<file path="config.mk">
export PLATFORM = sky130hd
export DESIGN_NAME = onewire_bit_master
export DESIGN_NICKNAME = d
export VERILOG_FILES = /design/src/rtl/owm_pkg.sv /design/src/rtl/owm_tick_gen.sv /design/src/rtl/owm_slot_seq.sv /design/src/rtl/owm_regs.sv /design/src/rtl/onewire_bit_master.sv
export SDC_FILE = /design/constraint.sdc
export NUM_CORES = 1
export LEC_CHECK = 0
export BUFFER_PORTS_ARGS = -buffer_cell sky130_fd_sc_hd__buf_2
export CAP_MARGIN = 25
export CORE_UTILIZATION = 58
export DETAILED_ROUTE_END_ITERATION = 10
export GPL_TIMING_DRIVEN = 0
export PLACE_DENSITY_LB_ADDON = 0.3
export SLEW_MARGIN = 10
export SYNTH_ARGS = -nofsm -noshare
export SYNTH_HDL_FRONTEND = slang
export SYNTH_SLANG_ARGS = --single-unit
</file>
<file path="constraint.sdc">
create_clock -name clk -period 2.2 [get_ports clk]
set_input_delay 0.33 -clock clk [delete_from_list [all_inputs] [get_ports clk]]
set_output_delay 0.33 -clock clk [all_outputs]
set_load 0.01 [all_outputs]
</file>
<file path="src/rtl/owm_pkg.sv">
package owm_pkg;

  typedef enum logic [1:0] {
    OP_IDLE = 2'd0,
    OP_RST  = 2'd1,
    OP_WR0  = 2'd2,
    OP_WR1  = 2'd3
  } owm_op_e;

  // control word bit positions (software decodes these)
  localparam int BIT_RST  = 7;
  localparam int BIT_PRES = 6;
  localparam int BIT_WR0  = 5;
  localparam int BIT_WR1  = 4;
  localparam int BIT_RDV  = 3;
  localparam int BIT_ABRT = 0;

  // register byte offsets
  localparam int OFS_CTRL = 0;
  localparam int OFS_DIV  = 2;
  localparam int OFS_SRST = 4;

endpackage

</file>
<file path="src/rtl/owm_tick_gen.sv">
module owm_tick_gen #(
  parameter int DIV_W = 16
) (
  input  logic             clk,
  input  logic             rst_n,
  input  logic             run,
  input  logic [DIV_W-1:0] div,
  output logic             tick
);

  logic [DIV_W-1:0] pre_q;
  logic [DIV_W-1:0] pre_d;

  always_comb begin
    tick = run && (pre_q == div);
    if (!run || tick) begin
      pre_d = '0;
    end else begin
      pre_d = pre_q + DIV_W'(1);
    end
  end

  always_ff @(posedge clk or negedge rst_n) begin
    if (!rst_n) begin
      pre_q <= '0;
    end else begin
      pre_q <= pre_d;
    end
  end

endmodule

</file>
<file path="src/rtl/owm_slot_seq.sv">
module owm_slot_seq
  import owm_pkg::*;
#(
  parameter int RST_LOW_US = 480,
  parameter int RST_SMP_US = 70,
  parameter int RST_REC_US = 480,
  parameter int W0_LOW_US  = 60,
  parameter int W1_LOW_US  = 6,
  parameter int W1_SMP_US  = 15,
  parameter int SLOT_US    = 70
) (
  input  logic    clk,
  input  logic    rst_n,
  input  logic    tick,
  input  logic    start,
  input  owm_op_e start_op,
  input  logic    abort,
  output owm_op_e op_q,
  output logic    drive_low,
  output logic    pres_upd,
  output logic    bit_upd
);

  localparam int RST_SMP_AT = RST_LOW_US + RST_SMP_US;
  localparam int RST_END    = RST_LOW_US + RST_REC_US;
  localparam int US_W       = $clog2(RST_END + 1);

  localparam logic [US_W-1:0] C_RST_LOW = US_W'(RST_LOW_US);
  localparam logic [US_W-1:0] C_RST_SMP = US_W'(RST_SMP_AT);
  localparam logic [US_W-1:0] C_RST_END = US_W'(RST_END);
  localparam logic [US_W-1:0] C_W0_LOW  = US_W'(W0_LOW_US);
  localparam logic [US_W-1:0] C_W1_LOW  = US_W'(W1_LOW_US);
  localparam logic [US_W-1:0] C_W1_SMP  = US_W'(W1_SMP_US);
  localparam logic [US_W-1:0] C_SLOT    = US_W'(SLOT_US);

  owm_op_e         op_d;
  logic [US_W-1:0] us_q;
  logic [US_W-1:0] us_d;
  logic [US_W-1:0] us_inc;
  logic [US_W-1:0] end_us;

  always_comb begin
    us_inc = us_q + US_W'(1);
    end_us = (op_q == OP_RST) ? C_RST_END : C_SLOT;
  end

  // next-state
  always_comb begin
    op_d     = op_q;
    us_d     = us_q;
    pres_upd = 1'b0;
    bit_upd  = 1'b0;
    if (abort) begin
      op_d = OP_IDLE;
      us_d = '0;
    end else if (op_q == OP_IDLE) begin
      if (start) begin
        op_d = start_op;
        us_d = '0;
      end
    end else if (tick) begin
      us_d     = us_inc;
      pres_upd = (op_q == OP_RST) && (us_inc == C_RST_SMP);
      bit_upd  = (op_q == OP_WR1) && (us_inc == C_W1_SMP);
      if (us_inc == end_us) begin
        op_d = OP_IDLE;
        us_d = '0;
      end
    end
  end

  always_comb begin
    case (op_q)
      OP_RST:  drive_low = (us_q < C_RST_LOW);
      OP_WR0:  drive_low = (us_q < C_W0_LOW);
      OP_WR1:  drive_low = (us_q < C_W1_LOW);
      default: drive_low = 1'b0;
    endcase
  end

  always_ff @(posedge clk or negedge rst_n) begin
    if (!rst_n) begin
      op_q <= OP_IDLE;
      us_q <= '0;
    end else begin
      op_q <= op_d;
      us_q <= us_d;
    end
  end

endmodule

</file>
<file path="src/rtl/owm_regs.sv">
module owm_regs
  import owm_pkg::*;
#(
  parameter int ADDR_W = 3,
  parameter int DATA_W = 16,
  parameter int DIV_W  = 16
) (
  input  logic              clk,
  input  logic              rst_n,
  input  logic              wr_en,
  input  logic [ADDR_W-1:0] addr,
  input  logic [DATA_W-1:0] wdata,
  input  owm_op_e           op_q,
  input  logic              pres_upd,
  input  logic              bit_upd,
  input  logic              smp_val,
  output logic [DIV_W-1:0]  div_q,
  output logic              start,
  output owm_op_e           start_op,
  output logic              abort,
  output logic [DATA_W-1:0] rdata
);

  logic             busy;
  logic             hit_ctrl;
  logic             hit_div;
  logic             hit_srst;
  logic             pres_q;
  logic             pres_d;
  logic             rdv_q;
  logic             rdv_d;
  logic [DIV_W-1:0] div_d;
  logic [DATA_W-1:0] ctrl_w;

  always_comb begin
    busy     = (op_q != OP_IDLE);
    hit_ctrl = wr_en && (addr == ADDR_W'(OFS_CTRL));
    hit_div  = wr_en && (addr == ADDR_W'(OFS_DIV));
    hit_srst = wr_en && (addr == ADDR_W'(OFS_SRST));
    abort    = hit_srst && wdata[BIT_ABRT];

    // fixed priority: reset, then write-0, then write-1/read
    start_op = OP_IDLE;
    if (wdata[BIT_RST]) begin
      start_op = OP_RST;
    end else if (wdata[BIT_WR0]) begin
      start_op = OP_WR0;
    end else if (wdata[BIT_WR1]) begin
      start_op = OP_WR1;
    end
    start = hit_ctrl && !busy && (start_op != OP_IDLE);
  end

  // next-state for status and divider
  always_comb begin
    pres_d = pres_q;
    rdv_d  = rdv_q;
    div_d  = div_q;
    if (abort) begin
      pres_d = 1'b1;
      rdv_d  = 1'b0;
    end else begin
      if (pres_upd) pres_d = smp_val;
      if (bit_upd)  rdv_d  = smp_val;
    end
    if (hit_div && !busy) begin
      div_d = wdata[DIV_W-1:0];
    end
  end

  always_ff @(posedge clk or negedge rst_n) begin
    if (!rst_n) begin
      pres_q <= 1'b1;
      rdv_q  <= 1'b0;
      div_q  <= '0;
    end else begin
      pres_q <= pres_d;
      rdv_q  <= rdv_d;
      div_q  <= div_d;
    end
  end

  always_comb begin
    ctrl_w           = '0;
    ctrl_w[BIT_RST]  = (op_q == OP_RST);
    ctrl_w[BIT_PRES] = pres_q;
    ctrl_w[BIT_WR0]  = (op_q == OP_WR0);
    ctrl_w[BIT_WR1]  = (op_q == OP_WR1);
    ctrl_w[BIT_RDV]  = rdv_q;
    if (addr == ADDR_W'(OFS_CTRL)) begin
      rdata = ctrl_w;
    end else if (addr == ADDR_W'(OFS_DIV)) begin
      rdata = DATA_W'(div_q);
    end else begin
      rdata = '0;
    end
  end

endmodule

</file>
<file path="src/rtl/onewire_bit_master.sv">
module onewire_bit_master
  import owm_pkg::*;
#(
  parameter int ADDR_W     = 3,
  parameter int DATA_W     = 16,
  parameter int DIV_W      = 16,
  parameter int RST_LOW_US = 480,
  parameter int RST_SMP_US = 70,
  parameter int RST_REC_US = 480,
  parameter int W0_LOW_US  = 60,
  parameter int W1_LOW_US  = 6,
  parameter int W1_SMP_US  = 15,
  parameter int SLOT_US    = 70
) (
  input  logic              clk,
  input  logic              rst_n,
  input  logic              bus_wr,
  input  logic [ADDR_W-1:0] bus_addr,
  input  logic [DATA_W-1:0] bus_wdata,
  output logic [DATA_W-1:0] bus_rdata,
  output logic              ow_drive_low,
  input  logic              ow_line_in
);

  logic [1:0]       rsync_q;
  logic             core_rst_n;
  logic [1:0]       lsync_q;
  logic             tick;
  logic             start;
  logic             abort;
  logic             pres_upd;
  logic             bit_upd;
  owm_op_e          start_op;
  owm_op_e          op_q;
  logic [DIV_W-1:0] div_q;

  // reset: asserted at once, released after two clean edges
  always_ff @(posedge clk or negedge rst_n) begin
    if (!rst_n) begin
      rsync_q <= 2'b00;
    end else begin
      rsync_q <= {rsync_q[0], 1'b1};
    end
  end
  assign core_rst_n = rsync_q[1];

  // line input synchronizer, idles at the released level
  always_ff @(posedge clk or negedge core_rst_n) begin
    if (!core_rst_n) begin
      lsync_q <= 2'b11;
    end else begin
      lsync_q <= {lsync_q[0], ow_line_in};
    end
  end

  owm_tick_gen #(
    .DIV_W (DIV_W)
  ) u_tick (
    .clk   (clk),
    .rst_n (core_rst_n),
    .run   (op_q != OP_IDLE),
    .div   (div_q),
    .tick  (tick)
  );

  owm_slot_seq #(
    .RST_LOW_US (RST_LOW_US),
    .RST_SMP_US (RST_SMP_US),
    .RST_REC_US (RST_REC_US),
    .W0_LOW_US  (W0_LOW_US),
    .W1_LOW_US  (W1_LOW_US),
    .W1_SMP_US  (W1_SMP_US),
    .SLOT_US    (SLOT_US)
  ) u_seq (
    .clk       (clk),
    .rst_n     (core_rst_n),
    .tick      (tick),
    .start     (start),
    .start_op  (start_op),
    .abort     (abort),
    .op_q      (op_q),
    .drive_low (ow_drive_low),
    .pres_upd  (pres_upd),
    .bit_upd   (bit_upd)
  );

  owm_regs #(
    .ADDR_W (ADDR_W),
    .DATA_W (DATA_W),
    .DIV_W  (DIV_W)
  ) u_regs (
    .clk      (clk),
    .rst_n    (core_rst_n),
    .wr_en    (bus_wr),
    .addr     (bus_addr),
    .wdata    (bus_wdata),
    .op_q     (op_q),
    .pres_upd (pres_upd),
    .bit_upd  (bit_upd),
    .smp_val  (lsync_q[1]),
    .div_q    (div_q),
    .start    (start),
    .start_op (start_op),
    .abort    (abort),
    .rdata    (bus_rdata)
  );

endmodule

</file>
Word-level counts from Yosys, hierarchy flattened
Index checks and enable logic that the tools add are counted.
{ "classes": {"add_sub_neg": 2, "n_lt_le_gt_ge": 3, "eq_ne": 10, "n_mux": 28, "reduce_logical": 22} }
{ "op_table": {"columns": ["operator", "count"], "rows": [
  ["$mux 10", 6],
  ["$mux 16", 3],
  ["$add 16x1->16 const B", 1],
  ["$eq 16x16->1", 1],
  ["$mux 2", 8],
  ["$add 10x1->10 const B", 1],
  ["$eq 10x10->1", 1],
  ["$eq 10x10->1 const B", 1],
  ["$eq 10x4->1 const B", 1],
  ["$logic_and 1x1->1", 10],
  ["$lt 10x3->1 const B", 1],
  ["$lt 10x6->1 const B", 1],
  ["$lt 10x9->1 const B", 1],
  ["$mux 1", 10],
  ["$reduce_bool 2->1", 4],
  ["$reduce_bool 3->1", 2],
  ["$eq 2x2->1 const B", 2],
  ["$eq 3x2->1 const B", 1],
  ["$eq 3x3->1 const B", 1],
  ["$logic_not 3->1", 1],
  ["$ne 3x3->1 const B", 1],
  ["$pmux 1 s3", 1],
  ["$reduce_and 3->1", 1],
  ["$eq 2x1->1 const B", 1],
  ["other kinds (4)", 4]
]} }
{ "word_totals": {"ff_bits": 50, "in_bits": 23} }

Logic depth before layout (Yosys ltp)
Gate-level depths: netlist (run 1).
{ "depth": {"depth_word": 8, "depth_mapped": 8, "depth_no_buf": 7} }

Cells and area by module
From an unflattened synthesis (run 1), not the netlist that was laid out.
{ "unflattened": {"cells_unflattened": 328, "hier_area_um2": 3255.6} }
{ "by_module_without_submodules": {"columns": ["module", "instances", "cells_each", "area_each_um2", "seq_area_each_um2"], "rows": [
  ["owm_slot_seq", 1, 142, 1177.4, 300.3],
  ["owm_tick_gen", 1, 101, 994.7, 400.4],
  ["owm_regs", 1, 79, 970.9, 451.7],
  ["onewire_bit_master", 1, 6, 112.6, 102.6]
]} }

Worst setup path before layout (run 1)
Ideal clock, no wire load.
{ "synth_timing": {"path_kind": "reg2reg", "startpoint": "register u_seq.us_q[0]", "endpoint": "register u_seq.us_q[2]", "setup_ns": 0.140, "arrival_time_ns": 2.042, "t_required_ns": 2.060, "setup_slack_ns": 0.018, "path_stages_with_launch": 9, "period_less_slack_ns": 2.182, "cell_sequence": "dfrtp_1 ha_1 buf_2 nand3_1 or3_1 a221oi_1 a21oi_2 nor2_4 o221ai_1"} }
{ "synth_via": {"elab_chain_len": 6} }
{ "synth_rtl": {"columns": ["element", "line", "text"], "rows": [
  ["start, declared", "owm_slot_seq.sv:37", "logic [US_W-1:0] us_q;"],
  ["start signal, assigned", "owm_slot_seq.sv:87", "us_q <= us_d;"],
  ["$add 10x1->10 (*)", "owm_slot_seq.sv:43", "us_inc = us_q + US_W'(1);"],
  ["$eq 10x10->1", "owm_slot_seq.sv:65", "if (us_inc == end_us) begin"],
  ["$mux 10 (*)", "owm_slot_seq.sv:65", null],
  ["$mux 10 (*)", "owm_slot_seq.sv:61", "end else if (tick) begin"],
  ["$mux 10 (*)", "owm_slot_seq.sv:56", "end else if (op_q == OP_IDLE) begin"],
  ["$mux 10 (*)", "owm_slot_seq.sv:53", "if (abort) begin"]
]} }
Every way passes the cells marked *; elsewhere a longest branch is shown, timed or not. The select of a mux whose other input is x is not followed.
A chain may end at the register's enable or synchronous reset.

Worst setup path after layout (run 1)
{ "layout_timing": {"startpoint": "register u_seq.us_q[1]", "endpoint": "register u_seq.us_q[7]"} }
The elaborated chain is that of the path after synthesis.

==> results of run 1 <==
==> path summary, 6_finish.rpt <==
check                                           from                         end  slack [ns]
max                        u_seq.us_q[1]$_DFFE_PN0P_   u_seq.us_q[7]$_DFFE_PN0P_        0.03
min                                       ow_line_in        lsync_q[0]$_DFF_PN1_        0.11
max reg2reg                u_seq.us_q[1]$_DFFE_PN0P_   u_seq.us_q[7]$_DFFE_PN0P_        0.03
min reg2reg                     rsync_q[1]$_DFF_PN0_  u_tick.pre_q[14]$_DFF_PN0_        0.19
max in group asynchronous       rsync_q[1]$_DFF_PN0_   u_regs.pres_q$_DFFE_PN1P_        1.41
min in group asynchronous       rsync_q[1]$_DFF_PN0_  u_tick.pre_q[14]$_DFF_PN0_        0.19
==> cell type report <==
type	count	area [µm²]	area share [%]
Buffer	14	111	2.96
Clock buffer	6	72.6	1.93
Clock inverter	2	15.0	0.400
Inverter	11	43.8	1.17
Multi-Input combinational cell	239	1750	46.6
Sequential cell	50	1260	33.6
Tap cell	67	83.8	2.23
Timing Repair Buffer	66	418	11.1
==> flip-flops by register name, indices dropped and copies added (netlist names) <==
register	flops
u_regs.div_q	16
u_tick.pre_q	16
u_seq.us_q	10
lsync_q	2
rsync_q	2
u_seq.op_q	2
u_regs.pres_q	1
u_regs.rdv_q	1
==> Yosys cell counts, drive strengths merged (3+ instances only) <==
cell    instances
xor2            5
o21ai          12
dfstp           3
o211ai         12
nor4            3
xnor2          24
dfrtp          47
nor3            5
buf             6
nor2           35
o22ai           3
mux2           15
nand2b          5
or3             9
and3           16
or2             4
nand3          11
clkbuf         10
inv            11
a21oi          14
mux2i           3
nand2          20
nand4          11
ha              4
==> repair_timing <==
item                                    CTS  global route
hold buffers                              1             0
gates cloned                              0             1
pin swaps                                 7            20
endpoints found under the setup margin   29            24
resized for setup                        19            41
endpoints found under the hold margin     2             0
setup buffers                            10            15
==> logic make-up after synthesis <==
| logic type | count (synthesis) | share of synthesized area [%] |
|---|---|---|
| AND/OR/NAND/NOR | 131 | 23.8 |
| XOR/XNOR | 29 | 8.49 |
| buffers and inverters | 27 | 4.06 |
| AO/OA/AOI/OAI | 56 | 13.3 |
| other | 1 | 0.125 |
| adder cells (fa/ha/maj) | 4 | 1.67 |
| flip-flops | 50 | 41.9 |
| multiplexers | 18 | 6.65 |
==> report_power, final <==
group	internal, mW	leakage [nW]	switching [mW]
logic	0.701	1.05	0.771
clock network	0.225	0.0374	0.327
registers	1.11	0.594	0.241
==> layer usage <==
metal	track usage, %	vias up	share of wire [%]
met5	0	-	0
li1	-	1277	-
met3	5.35	7	6.2
met4	7.91	0	0.95
met2	41.1	101	46
met1	43.8	1327	47
==> reports/metrics.cfg, run 1 <==
[outcome]
status=finished, final reports clean

[sta]
tns_ns=0
setup_slack_ns=0.0264
rsz0062_at_grt=yes
finalHoldViolations=0
max_freq_mhz=460
maxSlewViolCount=0
tightest_slew_ns=0.810
whs_ns=0.105
min_period_ns=2.17
finalCritPeriodShare_pct=98.8
skew_ns=0.0136
slew_headroom_pct=45.9
setup-violations-final=0

[grt]
grt_pass1_wl_mm=11.6
antenna_found_initial=0
track_usage_pct=28.6
grt-ovfl-total=0
grt_start_max_net_pins=34
grt_pass1_vias=2343

[setup_path]
crit_buf_inv=2
crit_type=flip-flop to flip-flop
cp_top_family=compound AO/OA/AOI/OAI gates
path_cells=ha_2 > buf_8 > nand3_4 > or3_4 > a221oi_4 > a21oi_4 > nor2_4 > buf_6 > o211ai_1
crit_fanout=7
start_kind=flip-flop
r2r_cells=9
cp.arrival_ns=2.35
path_depth=9
worstSetupEndpointType=flip-flop
crit_path_top_delay_cell=dfrtp_1
slowest_delay_ns=0.42
critPathRequiredTime_ns=2.38

[synthesis]
ys_seq_area_share_pct=41.9
synthTopCellsByArea=dfrtp_1 (39%), xnor2_1 (7.0%), mux2_2 (5.6%)
synth_area_um2=2990
synth_cell_type_count=53
ys_ff_latch=50
syn_nets=343
synth_edf_count=0
syn_inst=316
netlist.top_cell.by_area=dfrtp_1
synth.avg_cell_area_um2=9.47
ys_warn_count=0
async_flop_share_pct=100
synth_ff_type=dfrtp_1
netlist.area_leader.share_pct=39.3

[routing]
wl_per_cell_um=17.1
drt_iter0_markers=213
wl_mm=7.79
via_count=2712
dr.pass1.iters=5
drc=0
ant_nets=0
vias_per_cell=5.96

[final_layout]
fin_util_pct=77.5
num-fill-cells=301
antenna_cells=0
mostFrequentLayoutCell=buf_2
final_design_area_no_fill_um2=3760
stdcell_count=455
drive_above_1_share_pct=35.3
fin_nets=414
layout_common_cells=buf_2 (41), dfrtp_1 (40), nor2_1 (33), buf_4 (24), xnor2_1 (21)
area_growth_pct=25.5

[clock_tree]
htree_levels=2
worstSkewPairLatency_ns=0.32
cts_tree=built
clk_pin_slew_ns=0.09
cts_max_path_buffers=2
cts_buffers=5
clock-sinks=50
clockRootBuffer=clkbuf_8

[pwr]
vdd_drop_max_mv=0.523
total_power_mw=3.38
power_density_nw_per_um2=899
p_leak_nw=1.68

[place]
place_ws_ns=-0.400
io_buffers=39
placed_area_um2=3290
dp_hpwl_mm=5.13
placed_cells=423
gp_congestion=0.934

[hold_path]
hold_depth=1
min_path_type=primary input to flip-flop

[floorplanning]
fp.coreArea_um2=4850
die-area_um2=5450
die_w_um=73.8
die_h_um=73.8
start_util_pct=61.7
rows=25
ios=40

[flow_run]
cap_violations=0

Note: power is estimated with default switching activity, not from simulation.
==> run 2: changes to the inputs <==
--- a/config.mk
+++ b/config.mk
@@ -14,4 +14,5 @@
 export SLEW_MARGIN = 10
 export SYNTH_ARGS = -nofsm -noshare
 export SYNTH_HDL_FRONTEND = slang
+export SYNTH_HIERARCHICAL = 1
 export SYNTH_SLANG_ARGS = --single-unit
==> run 2 against run 1 <==
  * The run now ends with setup timing left
  * Synthesized cell count increased by 3.8%
  * Critical path depth is the same
  * Clock-buffer cell count is the same
  * Die area up 8.5%
  * Via count grew 13%
  * Flip-flop and latch count unchanged
  * Register-to-register slack worse by 0.44 ns
==> reports/metrics.cfg, run 2 <==
[outcome]
status=finished with violations
violations=setup timing

[sta]
finalCritPeriodShare_pct=119
tightest_slew_ns=1.04
slew_headroom_pct=30.7
min_period_ns=2.61
whs_ns=0.110
skew_ns=0.00835
finalHoldViolations=0
setup_slack_ns=-0.414
rsz0062_at_grt=yes
max_freq_mhz=383
maxSlewViolCount=0
setup-violations-final=11

[flow_run]
cap_violations=0

[setup_path]
crit_fanout=4
crit_start=u_tick/pre_q[8]$_DFF_PN0_
crit_type=flip-flop to flip-flop
r2r_cells=9
worstSetupEndpointType=flip-flop
critPathRequiredTime_ns=2.36
r2r-start=u_tick/pre_q[8]$_DFF_PN0_
start_kind=flip-flop
cp.arrival_ns=2.77

[clock_tree]
cts_max_path_buffers=2
htree_levels=2
clock-sinks=50
clockRootBuffer=clkbuf_8
worstSkewPairLatency_ns=0.31
cts_tree=built
clk_pin_slew_ns=0.10
cts_buffers=5

[routing]
via_count=3057
wl_per_cell_um=19.9
wl_mm=9.54
vias_per_cell=6.38
ant_nets=0
drt_iter0_markers=476
dr.pass1.iters=5
drc=0

[final_layout]
drive_above_1_share_pct=44.5
layout_common_cells=buf_2 (41), dfrtp_1 (37), nor2_1 (30), buf_4 (27), nand2_1 (26)
reg_top3=u_regs/div_q (16), u_tick/pre_q (16), u_seq/us_q (10)
fin_nets=435
antenna_cells=0
stdcell_count=479
num-fill-cells=312
area_growth_pct=30.0
mostFrequentLayoutCell=buf_2

[pwr]
vdd_drop_max_mv=0.544
swShare_pct=34.8
total_power_mw=3.09
p_leak_nw=1.87
power_frac_comb_pct=37.2
power_density_nw_per_um2=731
switchingPower_mw=1.08
clkPwrFrac_pct=18.4
pwr-share-seq_pct=44.3
internal-power_mw=2.02

[synthesis]
ys_seq_area_share_pct=38.5
ys_ff_latch=50
synthTopCellsByArea=dfrtp_1 (36%), xnor2_1 (7.5%), mux2_4 (4.6%)
ys_top_cells_by_count=dfrtp_1 (47), nor2_1 (33), xnor2_1 (28)
netlist.top_cell.by_area=dfrtp_1
synth_edf_count=0
syn_inst=328
ys_warn_count=6
synth_cell_type_count=69
netlist.area_leader.share_pct=36.1
synth_ff_type=dfrtp_1
syn_nets=355
synth.avg_cell_area_um2=9.93
synth_area_um2=3260
yosysMostFrequentCell=dfrtp_1
async_flop_share_pct=100

[floorplanning]
start_util_pct=61.8
rows=26
die_w_um=76.9
ios=40
die-area_um2=5920
fp.coreArea_um2=5270
die_h_um=76.9

[place]
gp_congestion=0.935
io_buffers=39
placed_cells=438
place_ws_ns=-0.526
dp_hpwl_mm=5.47

[grt]
grt_pass1_wl_mm=13.4
grt_start_max_net_pins=35
grt-ovfl-total=0
grt_pass1_vias=2647
track_usage_pct=29.6
antenna_found_initial=0

[hold_path]
min_path_type=primary input to flip-flop
min-delay-start=ow_line_in
hold_depth=1

[run 2: cell types whose count changed after synthesis, sizes merged, moves of 4 or more]
cell,before,now
nand3,11,16
nor3,5,10
or3,9,3
nand2,20,27
o211ai,12,2
xnor2,24,28
o21ai,12,8
buf,6,11
nor4,3,8
a21oi,14,7
clkbuf,10,6
[run 2: repair_timing]
| action | 4_1_cts | 5_1_grt |
|---|---|---|
| buffers inserted | 15 | 19 |
| setup endpoints to repair | 14 | 31 |
| hold buffers | 1 | 0 |
| gates resized for setup | 21 | 40 |
| gates cloned | 0 | 1 |
| hold endpoints to repair | 2 | 0 |
| pin swaps | 14 | 15 |
[run 2: metrics by stage]
| stage | setup TNS (ns) | utilization, % | cell area (µm²) |
|---|---|---|---|
| floorplan | -0.314 | - | 3320 |
| global route | -3.71 | 80.3 | 4230 |
| detailed placement | -2.51 | 68.8 | 3620 |
| CTS | -1.78 | 74.1 | 3900 |
| finish | -2.08 | 80.3 | 4230 |
| global placement | -2.33 | 68.4 | 3600 |
[run 2: cells by family (layout without fill, tap and decap cells)]
family / count (synthesis) / count (layout) / share of synthesized area (%)
XOR/XNOR: 34 / 34 / 9.15
adder cells (fa/ha/maj): 4 / 4 / 1.54
other: 1 / 1 / 0.115
buffers and inverters: 25 / 106 / 4.69
multiplexers: 21 / 21 / 8.30
AO/OA/AOI/OAI: 45 / 45 / 11.2
AND/OR/NAND/NOR: 148 / 148 / 26.4
flip-flops: 50 / 50 / 38.5
[run 2: final timing paths]
kind | slack (ns) | endpoint
worst min-delay path | 0.11 | lsync_q[0]$_DFF_PN1_
max in group asynchronous | 1.51 | u_seq/us_q[1]$_DFFE_PN0P_
worst min register to register | 0.18 | u_seq/us_q[8]$_DFFE_PN0P_
worst max register to register | -0.41 | u_regs/rdv_q$_DFFE_PN0P_
min in group asynchronous | 0.18 | u_seq/us_q[8]$_DFFE_PN0P_
worst max-delay path | -0.41 | u_regs/rdv_q$_DFFE_PN0P_
[run 2: metal layers]
metal	routed length, µm	vias up	GRT usage, %
met5	0	-	0
met3	867	48	5.83
met1	3830	1476	41.2
met2	4480	202	45.4
li1	-	1331	-
met4	358	0	11.3
[run 2: power by group through the flow]
stage	Clock [mW]	Sequential, mW	Combinational [mW]
CTS	0.572	1.33	0.883
detailed placement	0	1.34	0.742
finish	0.570	1.37	1.15
floorplan	0	1.26	0.594
global route	0.612	1.39	1.21
global placement	0	1.34	0.704
[run 2: area by class of cell]
cell class	instances	area, µm²	share of cell area (%)
Timing Repair Buffer	74	517	12.2
Sequential cell	50	1270	30.0
Clock inverter	2	12.5	0.296
Clock buffer	6	82.6	1.95
Tap cell	70	87.6	2.07
Multi-Input combinational cell	253	2100	49.5
Buffer	16	139	3.28
Inverter	8	30.0	0.710
[run 2: critical path, cell delays in order (launching register included)]
cell	delay, ns
dfrtp_2	0.49
xnor2_2	0.19
nand4_1	0.16
nor2_1	0.16
and3_4	0.21
or4b_4	0.45
or3_4	0.39
nor2_4	0.12
mux2i_2	0.23
nor2_1	0.06
